===== src/rtl/codec_ctl_pkg.sv =====
// Shared constants, types and the command-frame and bring-up-table helpers
// for the codec control writer. Assumes a 5-bit index and 8-bit data field.
package codec_ctl_pkg;

    localparam int FRAME_W    = 16;
    localparam int IDX_W      = 5;
    localparam int DAT_W      = 8;
    localparam int INIT_STEPS = 9;
    localparam int STEP_W     = 4;

    typedef enum logic [2:0] {
        SH_IDLE, SH_PREP, SH_LOW, SH_HIGH, SH_TAIL, SH_REL
    } sh_state_t;

    typedef enum logic [1:0] {
        SQ_IDLE, SQ_ISSUE, SQ_WAIT
    } sq_state_t;

    // Header 2'b10 (device address) and 1'b1 (write), then index and data.
    function automatic logic [FRAME_W-1:0] make_frame(input logic [IDX_W-1:0] idx,
                                                      input logic [DAT_W-1:0] dat);
        return {3'b101, idx, dat};
    endfunction

    // Register index used by each bring-up step.
    function automatic logic [IDX_W-1:0] step_index(input logic [STEP_W-1:0] s);
        case (s)
            4'd0:    return 5'd1;
            4'd1:    return 5'd2;
            4'd2:    return 5'd1;
            4'd3:    return 5'd0;
            4'd4:    return 5'd3;
            4'd5:    return 5'd4;
            4'd6:    return 5'd5;
            4'd7:    return 5'd6;
            default: return 5'd7;
        endcase
    endfunction

    // Data byte written by each bring-up step.
    function automatic logic [DAT_W-1:0] step_data(input logic [STEP_W-1:0] s);
        case (s)
            4'd0:    return 8'h00;
            4'd1:    return 8'h60;
            4'd2:    return 8'h03;
            4'd3:    return 8'h07;
            4'd4:    return 8'h19;
            default: return 8'h7F;
        endcase
    endfunction

endpackage


===== src/rtl/codec_ctl_shifter.sv =====
// Serialises one 16-bit frame onto the three-wire port.
// Assumes go is only meaningful while idle. A mask above the highest
// existing select is refused through the combinational reject output.
// Sequence: lines low, selects low, 16 clock pulses, selects high, lines high.
module codec_ctl_shifter
    import codec_ctl_pkg::*;
#(
    parameter int N_CS     = 3,
    parameter int MASK_W   = 4,
    parameter int CLK_HALF = 2
) (
    input  logic                clk,
    input  logic                rst_n,
    input  logic                go,
    input  logic [MASK_W-1:0]   mask,
    input  logic [FRAME_W-1:0]  frame,
    output logic                reject,
    output logic                active,
    output logic                fin,
    output logic                cclk,
    output logic                cdata,
    output logic [N_CS-1:0]     cs_n
);

    localparam int CNT_W = (CLK_HALF > 1) ? $clog2(CLK_HALF) : 1;
    localparam logic [MASK_W-1:0] MASK_MAX = MASK_W'((1 << N_CS) - 1);
    localparam logic [CNT_W-1:0]  CNT_LAST = CNT_W'(CLK_HALF - 1);

    sh_state_t          state;
    logic [CNT_W-1:0]   cnt;
    logic [3:0]         bitn;
    logic [FRAME_W-1:0] shreg;
    logic [N_CS-1:0]    sel_q;
    logic               cclk_q, dat_q, fin_q;
    logic [N_CS-1:0]    csn_q;
    logic               idle, mask_ok, accept, phase_end;

    // Request qualification and half-period boundary.
    always_comb begin
        idle      = (state == SH_IDLE);
        mask_ok   = (mask <= MASK_MAX);
        accept    = go && idle && mask_ok;
        reject    = go && idle && !mask_ok;
        phase_end = (cnt == CNT_LAST);
    end

    // Frame sequencing, pin registers and half-period counting.
    always_ff @(posedge clk) begin
        if (!rst_n) begin
            state  <= SH_IDLE;
            cnt    <= '0;
            bitn   <= '0;
            shreg  <= '0;
            sel_q  <= '0;
            cclk_q <= 1'b1;
            dat_q  <= 1'b1;
            csn_q  <= '1;
            fin_q  <= 1'b0;
        end else begin
            fin_q <= 1'b0;
            if (!idle) cnt <= phase_end ? '0 : cnt + 1'b1;
            case (state)
                SH_IDLE: if (accept) begin
                    state  <= SH_PREP;
                    cnt    <= '0;
                    bitn   <= '0;
                    shreg  <= frame;
                    sel_q  <= mask[N_CS-1:0];
                    cclk_q <= 1'b0;
                    dat_q  <= 1'b0;
                end
                SH_PREP: if (phase_end) begin
                    state <= SH_LOW;
                    csn_q <= ~sel_q;
                    dat_q <= shreg[FRAME_W-1];
                end
                SH_LOW: if (phase_end) begin
                    state  <= SH_HIGH;
                    cclk_q <= 1'b1;
                end
                SH_HIGH: if (phase_end) begin
                    cclk_q <= 1'b0;
                    if (bitn == 4'(FRAME_W - 1)) begin
                        state <= SH_TAIL;
                    end else begin
                        state <= SH_LOW;
                        bitn  <= bitn + 1'b1;
                        shreg <= {shreg[FRAME_W-2:0], 1'b0};
                        dat_q <= shreg[FRAME_W-2];
                    end
                end
                SH_TAIL: if (phase_end) begin
                    state <= SH_REL;
                    csn_q <= '1;
                end
                SH_REL: if (phase_end) begin
                    state  <= SH_IDLE;
                    cclk_q <= 1'b1;
                    dat_q  <= 1'b1;
                    fin_q  <= 1'b1;
                end
                default: state <= SH_IDLE;
            endcase
        end
    end

    assign active = !idle;
    assign fin    = fin_q;
    assign cclk   = cclk_q;
    assign cdata  = dat_q;
    assign cs_n   = csn_q;

endmodule


===== src/rtl/codec_ctl_initseq.sv =====
// Walks the nine-step codec bring-up table, issuing one write at a time
// and waiting for each to finish. Assumes trig arrives only while the
// writer is idle. A refused first write ends the run without a done pulse.
module codec_ctl_initseq
    import codec_ctl_pkg::*;
#(
    parameter int MASK_W = 4
) (
    input  logic               clk,
    input  logic               rst_n,
    input  logic               trig,
    input  logic [MASK_W-1:0]  mask_in,
    input  logic               wr_fin,
    input  logic               wr_reject,
    output logic               go,
    output logic [MASK_W-1:0]  mask_out,
    output logic [IDX_W-1:0]   idx,
    output logic [DAT_W-1:0]   dat,
    output logic               running,
    output logic               seq_done
);

    localparam logic [STEP_W-1:0] LAST_STEP = STEP_W'(INIT_STEPS - 1);

    sq_state_t         state;
    logic [STEP_W-1:0] step;
    logic [MASK_W-1:0] mask_q;
    logic              done_q;

    // Step walk: issue, wait for completion, advance or finish.
    always_ff @(posedge clk) begin
        if (!rst_n) begin
            state  <= SQ_IDLE;
            step   <= '0;
            mask_q <= '0;
            done_q <= 1'b0;
        end else begin
            done_q <= 1'b0;
            case (state)
                SQ_IDLE: if (trig) begin
                    state  <= SQ_ISSUE;
                    step   <= '0;
                    mask_q <= mask_in;
                end
                SQ_ISSUE: state <= wr_reject ? SQ_IDLE : SQ_WAIT;
                SQ_WAIT: if (wr_fin) begin
                    if (step == LAST_STEP) begin
                        state  <= SQ_IDLE;
                        done_q <= 1'b1;
                    end else begin
                        state <= SQ_ISSUE;
                        step  <= step + 1'b1;
                    end
                end
                default: state <= SQ_IDLE;
            endcase
        end
    end

    assign go       = (state == SQ_ISSUE);
    assign mask_out = mask_q;
    assign idx      = step_index(step);
    assign dat      = step_data(step);
    assign running  = (state != SQ_IDLE);
    assign seq_done = done_q;

endmodule


===== src/rtl/codec_ctl_writer.sv =====
// Top of the codec control writer. Chooses between a host write and the
// bring-up sequencer (bring-up wins a tie), builds the frame and keeps the
// error flag. Assumes MASK_W > N_CS so that out-of-range masks exist.
module codec_ctl_writer
    import codec_ctl_pkg::*;
#(
    parameter int N_CS     = 3,
    parameter int MASK_W   = 4,
    parameter int CLK_HALF = 2,
    localparam int SEL_W   = $clog2(N_CS + 1)
) (
    input  logic               clk,
    input  logic               rst_n,
    input  logic               req_start,
    input  logic [MASK_W-1:0]  req_mask,
    input  logic [IDX_W-1:0]   req_index,
    input  logic [DAT_W-1:0]   req_data,
    input  logic               init_start,
    input  logic               init_all,
    input  logic [SEL_W-1:0]   init_sel,
    output logic               cclk,
    output logic               cdata,
    output logic [N_CS-1:0]    cs_n,
    output logic               busy,
    output logic               done,
    output logic               error
);

    localparam logic [MASK_W-1:0] ALL_MASK = MASK_W'((1 << N_CS) - 1);
    localparam logic [MASK_W-1:0] ONE_MASK = MASK_W'(1);

    logic               sh_go, sh_reject, sh_active, sh_fin;
    logic [MASK_W-1:0]  sh_mask, init_mask, sq_mask;
    logic [FRAME_W-1:0] sh_frame;
    logic               sq_go, sq_running, sq_done;
    logic [IDX_W-1:0]   sq_idx;
    logic [DAT_W-1:0]   sq_dat;
    logic               idle_all, init_go, host_go;
    logic               err_q;

    // Arbitration and source selection for the shifter.
    always_comb begin
        idle_all  = !sh_active && !sq_running;
        init_go   = init_start && idle_all;
        host_go   = req_start && idle_all && !init_start;
        init_mask = init_all ? ALL_MASK : (ONE_MASK << init_sel);
        sh_go     = host_go || sq_go;
        sh_mask   = sq_running ? sq_mask : req_mask;
        sh_frame  = sq_running ? make_frame(sq_idx, sq_dat)
                               : make_frame(req_index, req_data);
    end

    // Error flag: set on a refusal, cleared by the next accepted start.
    always_ff @(posedge clk) begin
        if (!rst_n)                    err_q <= 1'b0;
        else if (sh_reject)            err_q <= 1'b1;
        else if (init_go || host_go)   err_q <= 1'b0;
    end

    codec_ctl_shifter #(
        .N_CS     (N_CS),
        .MASK_W   (MASK_W),
        .CLK_HALF (CLK_HALF)
    ) u_shift (
        .clk    (clk),
        .rst_n  (rst_n),
        .go     (sh_go),
        .mask   (sh_mask),
        .frame  (sh_frame),
        .reject (sh_reject),
        .active (sh_active),
        .fin    (sh_fin),
        .cclk   (cclk),
        .cdata  (cdata),
        .cs_n   (cs_n)
    );

    codec_ctl_initseq #(
        .MASK_W (MASK_W)
    ) u_seq (
        .clk       (clk),
        .rst_n     (rst_n),
        .trig      (init_go),
        .mask_in   (init_mask),
        .wr_fin    (sh_fin),
        .wr_reject (sh_reject),
        .go        (sq_go),
        .mask_out  (sq_mask),
        .idx       (sq_idx),
        .dat       (sq_dat),
        .running   (sq_running),
        .seq_done  (sq_done)
    );

    assign busy  = sh_active || sq_running;
    assign done  = (sh_fin && !sq_running) || sq_done;
    assign error = err_q;

endmodule


===== config.mk =====
export PLATFORM = sky130hd
export DESIGN_NAME = codec_ctl_writer
export DESIGN_NICKNAME = d
export VERILOG_FILES = /design/src/rtl/codec_ctl_pkg.sv /design/src/rtl/codec_ctl_shifter.sv /design/src/rtl/codec_ctl_initseq.sv /design/src/rtl/codec_ctl_writer.sv
export SDC_FILE = /design/constraint.sdc
export NUM_CORES = 1
export LEC_CHECK = 0
export CORE_ASPECT_RATIO = 1.2
export CORE_MARGIN = 10
export CORE_UTILIZATION = 59
export CTS_CLUSTER_SIZE = 14
export DETAILED_ROUTE_END_ITERATION = 16
export GPL_ROUTABILITY_DRIVEN = 0
export PLACE_DENSITY = 0.84
export SLEW_MARGIN = 20
export SYNTH_ARGS = -nofsm -noshare
export SYNTH_HDL_FRONTEND = slang
export SYNTH_SLANG_ARGS = --single-unit

===== constraint.sdc =====
create_clock -name clk -period 3.67 [get_ports clk]
set_clock_uncertainty 0.1 [all_clocks]
set_input_delay 0.734 -clock clk [delete_from_list [all_inputs] [get_ports clk]]
set_output_delay 0.734 -clock clk [all_outputs]
set_load 0.02 [all_outputs]

==> results by group, run 1 <==
Run status
  • Status: completed

Logic synthesis
  • Top-count cell post-synth: nor2_1
  • Synthesized cell area: 2480 um2
  • Syn. warnings: 0
  • Main synth FF type: dfxtp_1
  • Flop and latch count out of synthesis: 48
  • Synth unique cells: 49
  • Mapped Cells: 313
  • Syn nets: between 300 and 400
  • Synth top area share: 38.7%
  • Top post-synthesis cells by count: nor2_1, dfxtp_1, nand2_1
  • Mapped Avg Cell Area: between 7 and 8 um2
  • Async SR Flop Fraction: 0%
  • Post-synth EDFFs: 0
  • Top cells by area, synth: dfxtp_1, nor2_1, nand2_1, a21oi_1, a311oi_1
  • Sequential area share after synthesis: about two fifths
  • Synth area leader: dfxtp_1

Clock tree
  • Cts hold-fix bufs: 0
  • Clock slew at reported path FFs: 0.08 ns
  • H-tree levels: 2
  • Post-CTS Resized: 0
  • Clk root buf: clkbuf_8
  • Post-CTS setup buffer count: 0
  • Clock latency on the worst-skew pair: 0.31 ns
  • Clk sinks: 48
  • CTS tree: done
  • CTS Buf Count: 5
  • Clock Path Buffers: 2

Job
  • Max-cap viol count: 0

Floorplanning
  • Die Area: 7210 um2
  • Die Span Y: 91.0 um
  • I/O pin cnt: 32
  • Starting Density: 61.9%
  • Core area: 4000 um2
  • Die width: 79.2 um
  • FP Rows: 25

GRT
  • Gr usage total: 15.8%
  • Number of global-route vias before repair: 2150
  • First-pass GRT wire length: 9.69 mm
  • Pin count of the biggest net entering global routing: 28
  • Initial antenna violation count: 0
  • Gr ovfl total: 0

Setup path
  • Setup slack, reg-to-reg: 1.36 ns
  • CP Class: reg2out
  • Critical path data arrival time: 2.07 ns
  • Worst EP required: 2.84 ns
  • Critical Path Sink: done
  • Cells on worst reg2reg path: 5
  • Reg2reg end: u_shift.shreg[6]
  • Critical Path Start: u_seq.state[0]
  • Launch point of the worst reg-to-reg path: u_seq.state[0]
  • Worst Setup Start Kind: flop
  • Crit-path cells: nor2_2, buf_4, a21o_1, clkdlybuf4s50_1
  • Critical Path Fanout Max: 13
  • Worst stage delay on the critical path: 0.60 ns
  • CP Capture Type: output port
  • Slowest stage cell, crit path: clkdlybuf4s50_1

Power
  • Total Power: 1.36 mW
  • Gate power share: 25.4%
  • PwrDens: 468 nW/um2
  • Switching Share: 31.1%
  • Worst VDD drop: 256 uV
  • Leakage power: 1.09 nW
  • Clk pwr share: 28.0%
  • Power Internal: 0.935 mW
  • Sequential power share: 46.6%
  • Net Switching: 0.421 mW

Layout
  • # diodes: 0
  • Layout cell share with drive strength beyond 1: 5.97%
  • Layout area overhead: 16.9%
  • Final Cell Area: 2900 um2
  • Filler Cell Count: 349
  • Fin util: roughly 72%
  • Post-layout nets: 363

Timing
  • Final-report max-slew violation count: 0
  • Final hold violations: 0
  • Fin crit share: about four fifths
  • Setup violators final: 0
  • Fmax: 345 MHz
  • Worst hold margin: 0.359 ns
  • Unrepaired setup endpoints after global routing: false
  • Slew margin rel.: between 50% and 60%
  • Fin crit period: about 2.9 ns
  • Least-Margin Pin Slew: 0.625 ns
  • Setup TNS: 0 ns

Detailed routing
  • TritonRoute pass-1 iters: 4
  • Total Routed Length: 5.57 mm
  • Via count: 2249
  • Vias per Instance: ~5.8
  • Antenna Nets Post-Route: 0
  • Initial DRC count: roughly 270
  • DRC: 0
  • Wirelength per Cell: 14.3 um

Place
  • Post-DP HPWL: 4.03 mm
  • DP Area: roughly 2800 um2
  • IO buf count: 31

Hold path
  • Hold Crit Class: reg2reg
-- worst min path at each step --
| stage | start | end | slack [ns] | depth (start not counted) |
|---|---|---|---|---|
| detailed placement | u_shift.shreg[0] | u_shift.shreg[0] | 0.35 | 2 |
| CTS | u_shift.shreg[0] | u_shift.shreg[0] | 0.36 | 2 |
| finish | u_shift.cclk | u_shift.cclk | 0.36 | 2 |
| global route | u_shift.shreg[1] | u_shift.shreg[2] | 0.40 | 2 |
| floorplan | u_shift.fin | u_seq.seq_done | 0.34 | 2 |
| global placement | u_shift.shreg[0] | u_shift.shreg[0] | 0.34 | 2 |
-- worst max-delay path: cells and delay by family, from the launching register on --
kind | cells | cell delay, ns
flops | 1 | 0.43
compound gates | 1 | 0.13
buf+inv | 2 | 0.84
simple gates | 1 | 0.35
-- cell type report --
type                    instances  area (um2)  share of cell area, %
clock buffers                   6        72.6                   2.50
clock inverters                 2        35.0                   1.21
repair buffers                 35         340                   11.7
multi-input cells             231        1370                   47.4
flip-flops and latches         48         961                   33.2
well taps                      54        67.6                   2.33
inverters                      13        48.8                   1.68
-- cell usage in the layout (no fill, tap or decap), drive strengths merged, types with 8 or more instances in the layout --
master,count
a21oi,21
a311oi,11
clkdlybuf4s50,31
dfxtp,48
inv,12
nand2,30
nand3,10
nor2,54
nor3,13
o211ai,8
o21ai,17
-- metrics by stage --
step / setup slack [ns] / cells
detailed placement: 0.580 / 381
finish: 0.770 / 389
global placement: 0.670 / 381
global route: 0.647 / 389
CTS: 0.758 / 389
floorplan: 1.57 / 313
-- registers in the layout, summed over array words and instances (netlist names), 2 cells and up, named ones only --
signal	count
u_seq.mask_out	4
u_seq.state	2
u_seq.step	4
u_shift.bitn	4
u_shift.cs_n	3
u_shift.sel_q	3
u_shift.shreg	16
u_shift.state	3
-- metal layers --
metal / vias up / track usage (%) / wire length [um]
li1: 1155 / - / -
met1: 1036 / 20.2 / 2470
met2: 52 / 25.5 / 2730
met3: 6 / 3.65 / 305
met4: 0 / 4.94 / 57
met5: - / 0 / 0
-- power groups by stage --
stage | Combinational [mW] | Clock (mW) | Sequential, mW
after floorplan | 0.273 | 0 | 0.621
after global placement | 0.334 | 0 | 0.641
after detailed placement | 0.342 | 0 | 0.643
after CTS | 0.345 | 0.381 | 0.631
after global routing | 0.391 | 0.403 | 0.642
final | 0.344 | 0.380 | 0.632
-- logic make-up (layout without fill, tap and decap cells) --
| logic type | count (synthesis) | count (layout) | synth area share, % |
|---|---|---|---|
| xor+xnor | 9 | 9 | 3.18 |
| simple gates | 134 | 134 | 25.7 |
| buf+inv | 34 | 56 | 5.90 |
| mux | 1 | 1 | 0.404 |
| flops | 48 | 48 | 38.7 |
| compound gates | 82 | 82 | 23.6 |
| fa+ha+maj | 5 | 5 | 2.52 |
(Power assumes the default switching activity.)
==> inputs of run 2 (changes only) <==
--- a/config.mk
+++ b/config.mk
@@ -7,11 +7,11 @@
 export LEC_CHECK = 0
 export CORE_ASPECT_RATIO = 1.2
 export CORE_MARGIN = 10
-export CORE_UTILIZATION = 59
+export CORE_UTILIZATION = 55
 export CTS_CLUSTER_SIZE = 14
 export DETAILED_ROUTE_END_ITERATION = 16
 export GPL_ROUTABILITY_DRIVEN = 0
-export PLACE_DENSITY = 0.84
+export PLACE_DENSITY = 0.79
 export SLEW_MARGIN = 20
 export SYNTH_ARGS = -nofsm -noshare
 export SYNTH_HDL_FRONTEND = slang
==> constraint.sdc (replaced) <==
create_clock -name clk -period 2.9 [get_ports clk]
set_clock_uncertainty 0.1 [all_clocks]
set_input_delay 0.58 -clock clk [delete_from_list [all_inputs] [get_ports clk]]
set_output_delay 0.58 -clock clk [all_outputs]
set_load 0.02 [all_outputs]
==> results by group, run 2 (synthesized netlist as in run 1, its figures left out) <==
Run status
  • Status: completed

Floorplanning
  • FP Rows: 26 (+4.0%)
  • Die width: 81.3 um (+2.7%)
  • Die Span Y: 93.6 um (+2.8%)
  • Die Area: 7610 um2 (+5.5%)
  • Core area: 4290 um2 (+7.3%)
  • I/O pin cnt: 32 (unchanged)
  • Starting Density: 57.8% (-4.2 points)

Setup path
  • Launch point of the worst reg-to-reg path: u_seq.state[0]
  • Number of cells on the critical path: 3 (-1)
  • Cell family with most CP delay: buffers and inverters
  • Critical Path Start: u_seq.state[0]
  • Critical Path Sink: done
  • Buf/Inv on CP: 1 (-1)
  • Worst Setup Start Kind: flop
  • Slowest stage cell, crit path: clkdlybuf4s50_1
  • Setup slack, reg-to-reg: 0.74 ns (-0.62 ns)
  • Worst EP required: 2.22 ns (-0.62 ns)
  • Critical path data arrival time: 1.99 ns (-0.08 ns)
  • CP Class: reg2out
  • Worst stage delay on the critical path: 0.61 ns (about the same)
  • Cells on worst reg2reg path: 6 (+1)
  • Crit-path cells: nor2_2, a21o_1, clkdlybuf4s50_1
  • CP Capture Type: output port
  • Critical Path Fanout Max: 13 (unchanged)

Layout
  • Most frequent cells in the layout: nor2_1, dfxtp_1, clkdlybuf4s50_1
  • Post-layout nets: 367 (+1.1%)
  • Reg with most FFs: u_shift.shreg
  • # diodes: 0 (unchanged)
  • Count of non-filler cells in the finished layout: 395 (+1.5%)
  • Layout cell share with drive strength beyond 1: 7.37% (+1.4 points)
  • Layout area overhead: 19.0%
  • Commonest non-fill, non-tap cell in the layout: nor2_1
  • Max reg flops: 16 (unchanged)

Clock tree
  • Post-CTS Resized: 0 (unchanged)
  • Clk sinks: 48 (unchanged)
  • Clock latency on the worst-skew pair: 0.31 ns (about the same)
  • Clk root buf: clkbuf_8
  • CTS Buf Count: 5 (unchanged)
  • Clock slew at reported path FFs: 0.10 ns (+0.02 ns)
  • CTS tree: done
  • H-tree levels: 2 (unchanged)
  • Post-CTS setup buffer count: 0 (unchanged)
  • Clock Path Buffers: 2 (unchanged)
  • Cts hold-fix bufs: 0 (unchanged)

Detailed routing
  • TritonRoute pass-1 iters: 4 (unchanged)
  • Vias per Instance: 5.69 (-1.5%)
  • Total Routed Length: 5.61 mm (+0.77%)
  • Via count: 2249 (unchanged)
  • Initial DRC count: 168 (-37%)
  • Antenna Nets Post-Route: 0 (unchanged)
  • DRC: 0 (unchanged)
  • Wirelength per Cell: 14.2 um (-0.76%)

Power
  • PwrDens: 595 nW/um2 (+27%)
  • Clk pwr share: 28.4% (+0.4 points)
  • Power Internal: 1.20 mW (+29%)
  • Switching Share: 31.4% (+0.36 points)
  • Gate power share: 26.0% (+0.6 points)
  • Leakage power: 1.11 nW (+2.1%)
  • Sequential power share: 45.6% (-1.0 points)
  • Net Switching: 0.552 mW (+31%)
  • Worst VDD drop: 318 uV (+24%)

Timing
  • Fmax: 375 MHz
  • Setup violators final: 0 (unchanged)
  • Final-report max-slew violation count: 0 (unchanged)
  • Slew margin rel.: 62.8% (+4.6 points)
  • Final hold violations: 0 (unchanged)
  • Fin crit period: 2.67 ns
  • Setup TNS: 0 ns (unchanged)
  • Fin crit share: 92.0%
  • Least-Margin Pin Slew: 0.557 ns (-0.0676 ns)
  • Unrepaired setup endpoints after global routing: false

GRT
  • Gr usage total: 15.7% (-0.14 points)
  • Pin count of the biggest net entering global routing: 28 (unchanged)
  • First-pass GRT wire length: 9.84 mm (+1.6%)
  • Initial antenna violation count: 0 (unchanged)
  • Gr ovfl total: 0 (unchanged)
  • Number of global-route vias before repair: 2192 (+2.0%)

Place
  • IO buf count: 31 (unchanged)
  • Post-DP HPWL: 4.09 mm (+1.4%)
  • Placed insts: 387 (+1.6%)

Job
  • Max-cap viol count: 0 (unchanged)

Hold path
  • Hold Crit Class: reg2reg
==> run 2: cell count changes in the layout (fill, tap and decap cells not counted), sizes merged <==
cell,change
clkinv,-1
clkinvlp,+1
clkbuf,-1
buf,+4
inv,+1
==> run 2: cell type report <==
type                            instances  area (um2)
Fill cell                             359        1340
Multi-Input combinational cell        231        1370
Tap cell                               56        70.1
Clock buffer                            5        68.8
Clock inverter                          3        46.3
Inverter                               13        48.8
Timing Repair Buffer                   39         383
Sequential cell                        48         961
==> run 2: layer usage <==
metal	GRT usage [%]	vias to the layer above	routed length [um]
li1	-	1163	-
met1	19.5	1029	2610
met2	25.3	48	2690
met3	4.02	9	247
met4	5.64	0	69
met5	0	-	0
==> run 2: worst min-delay path by stage <==
stage,startpoint,slack (ns),depth (start not counted),endpoint
6_report,u_shift.cclk,0.36,2,u_shift.cclk
5_1_grt,u_shift.cclk,0.39,2,u_shift.cclk
4_1_cts,u_shift.cclk,0.36,2,u_shift.cclk
3_5_place_dp,u_shift.cclk,0.35,2,u_shift.cclk
3_3_place_gp,u_shift.shreg[0],0.34,2,u_shift.shreg[0]
2_1_floorplan,u_shift.fin,0.34,2,u_seq.seq_done
==> run 2: worst register-to-register path, cell delays in order, from the launching register on <==
cell,delay (ns)
dfxtp_1,0.43
nor2_2,0.43
buf_4,0.25
a31oi_4,0.12
or2_4,0.27
o32a_1,0.32
a21oi_1,0.16
==> run 2: through the flow <==
step | area (um2) | hold slack, ns | total power [mW] | setup WS [ns] | util (%)
2_1_floorplan | 2480 | 0.336 | 1.13 | 0.954 | -
3_3_place_gp | 2840 | 0.344 | 1.26 | 0.326 | 66.0
3_5_place_dp | 2840 | 0.352 | 1.27 | 0.222 | 66.0
4_1_cts | 2950 | 0.364 | 1.77 | 0.218 | 68.7
5_1_grt | 2950 | 0.385 | 1.87 | 0.116 | 68.7
6_report | 2950 | 0.359 | 1.76 | 0.231 | 68.7
==> run 2: power groups by stage <==
stage / Sequential (mW) / Combinational (mW) / Clock [mW]
4_1_cts: 0.799 / 0.460 / 0.508
3_3_place_gp: 0.812 / 0.448 / 0
5_1_grt: 0.813 / 0.515 / 0.540
2_1_floorplan: 0.786 / 0.345 / 0
3_5_place_dp: 0.814 / 0.456 / 0
6_report: 0.801 / 0.457 / 0.499
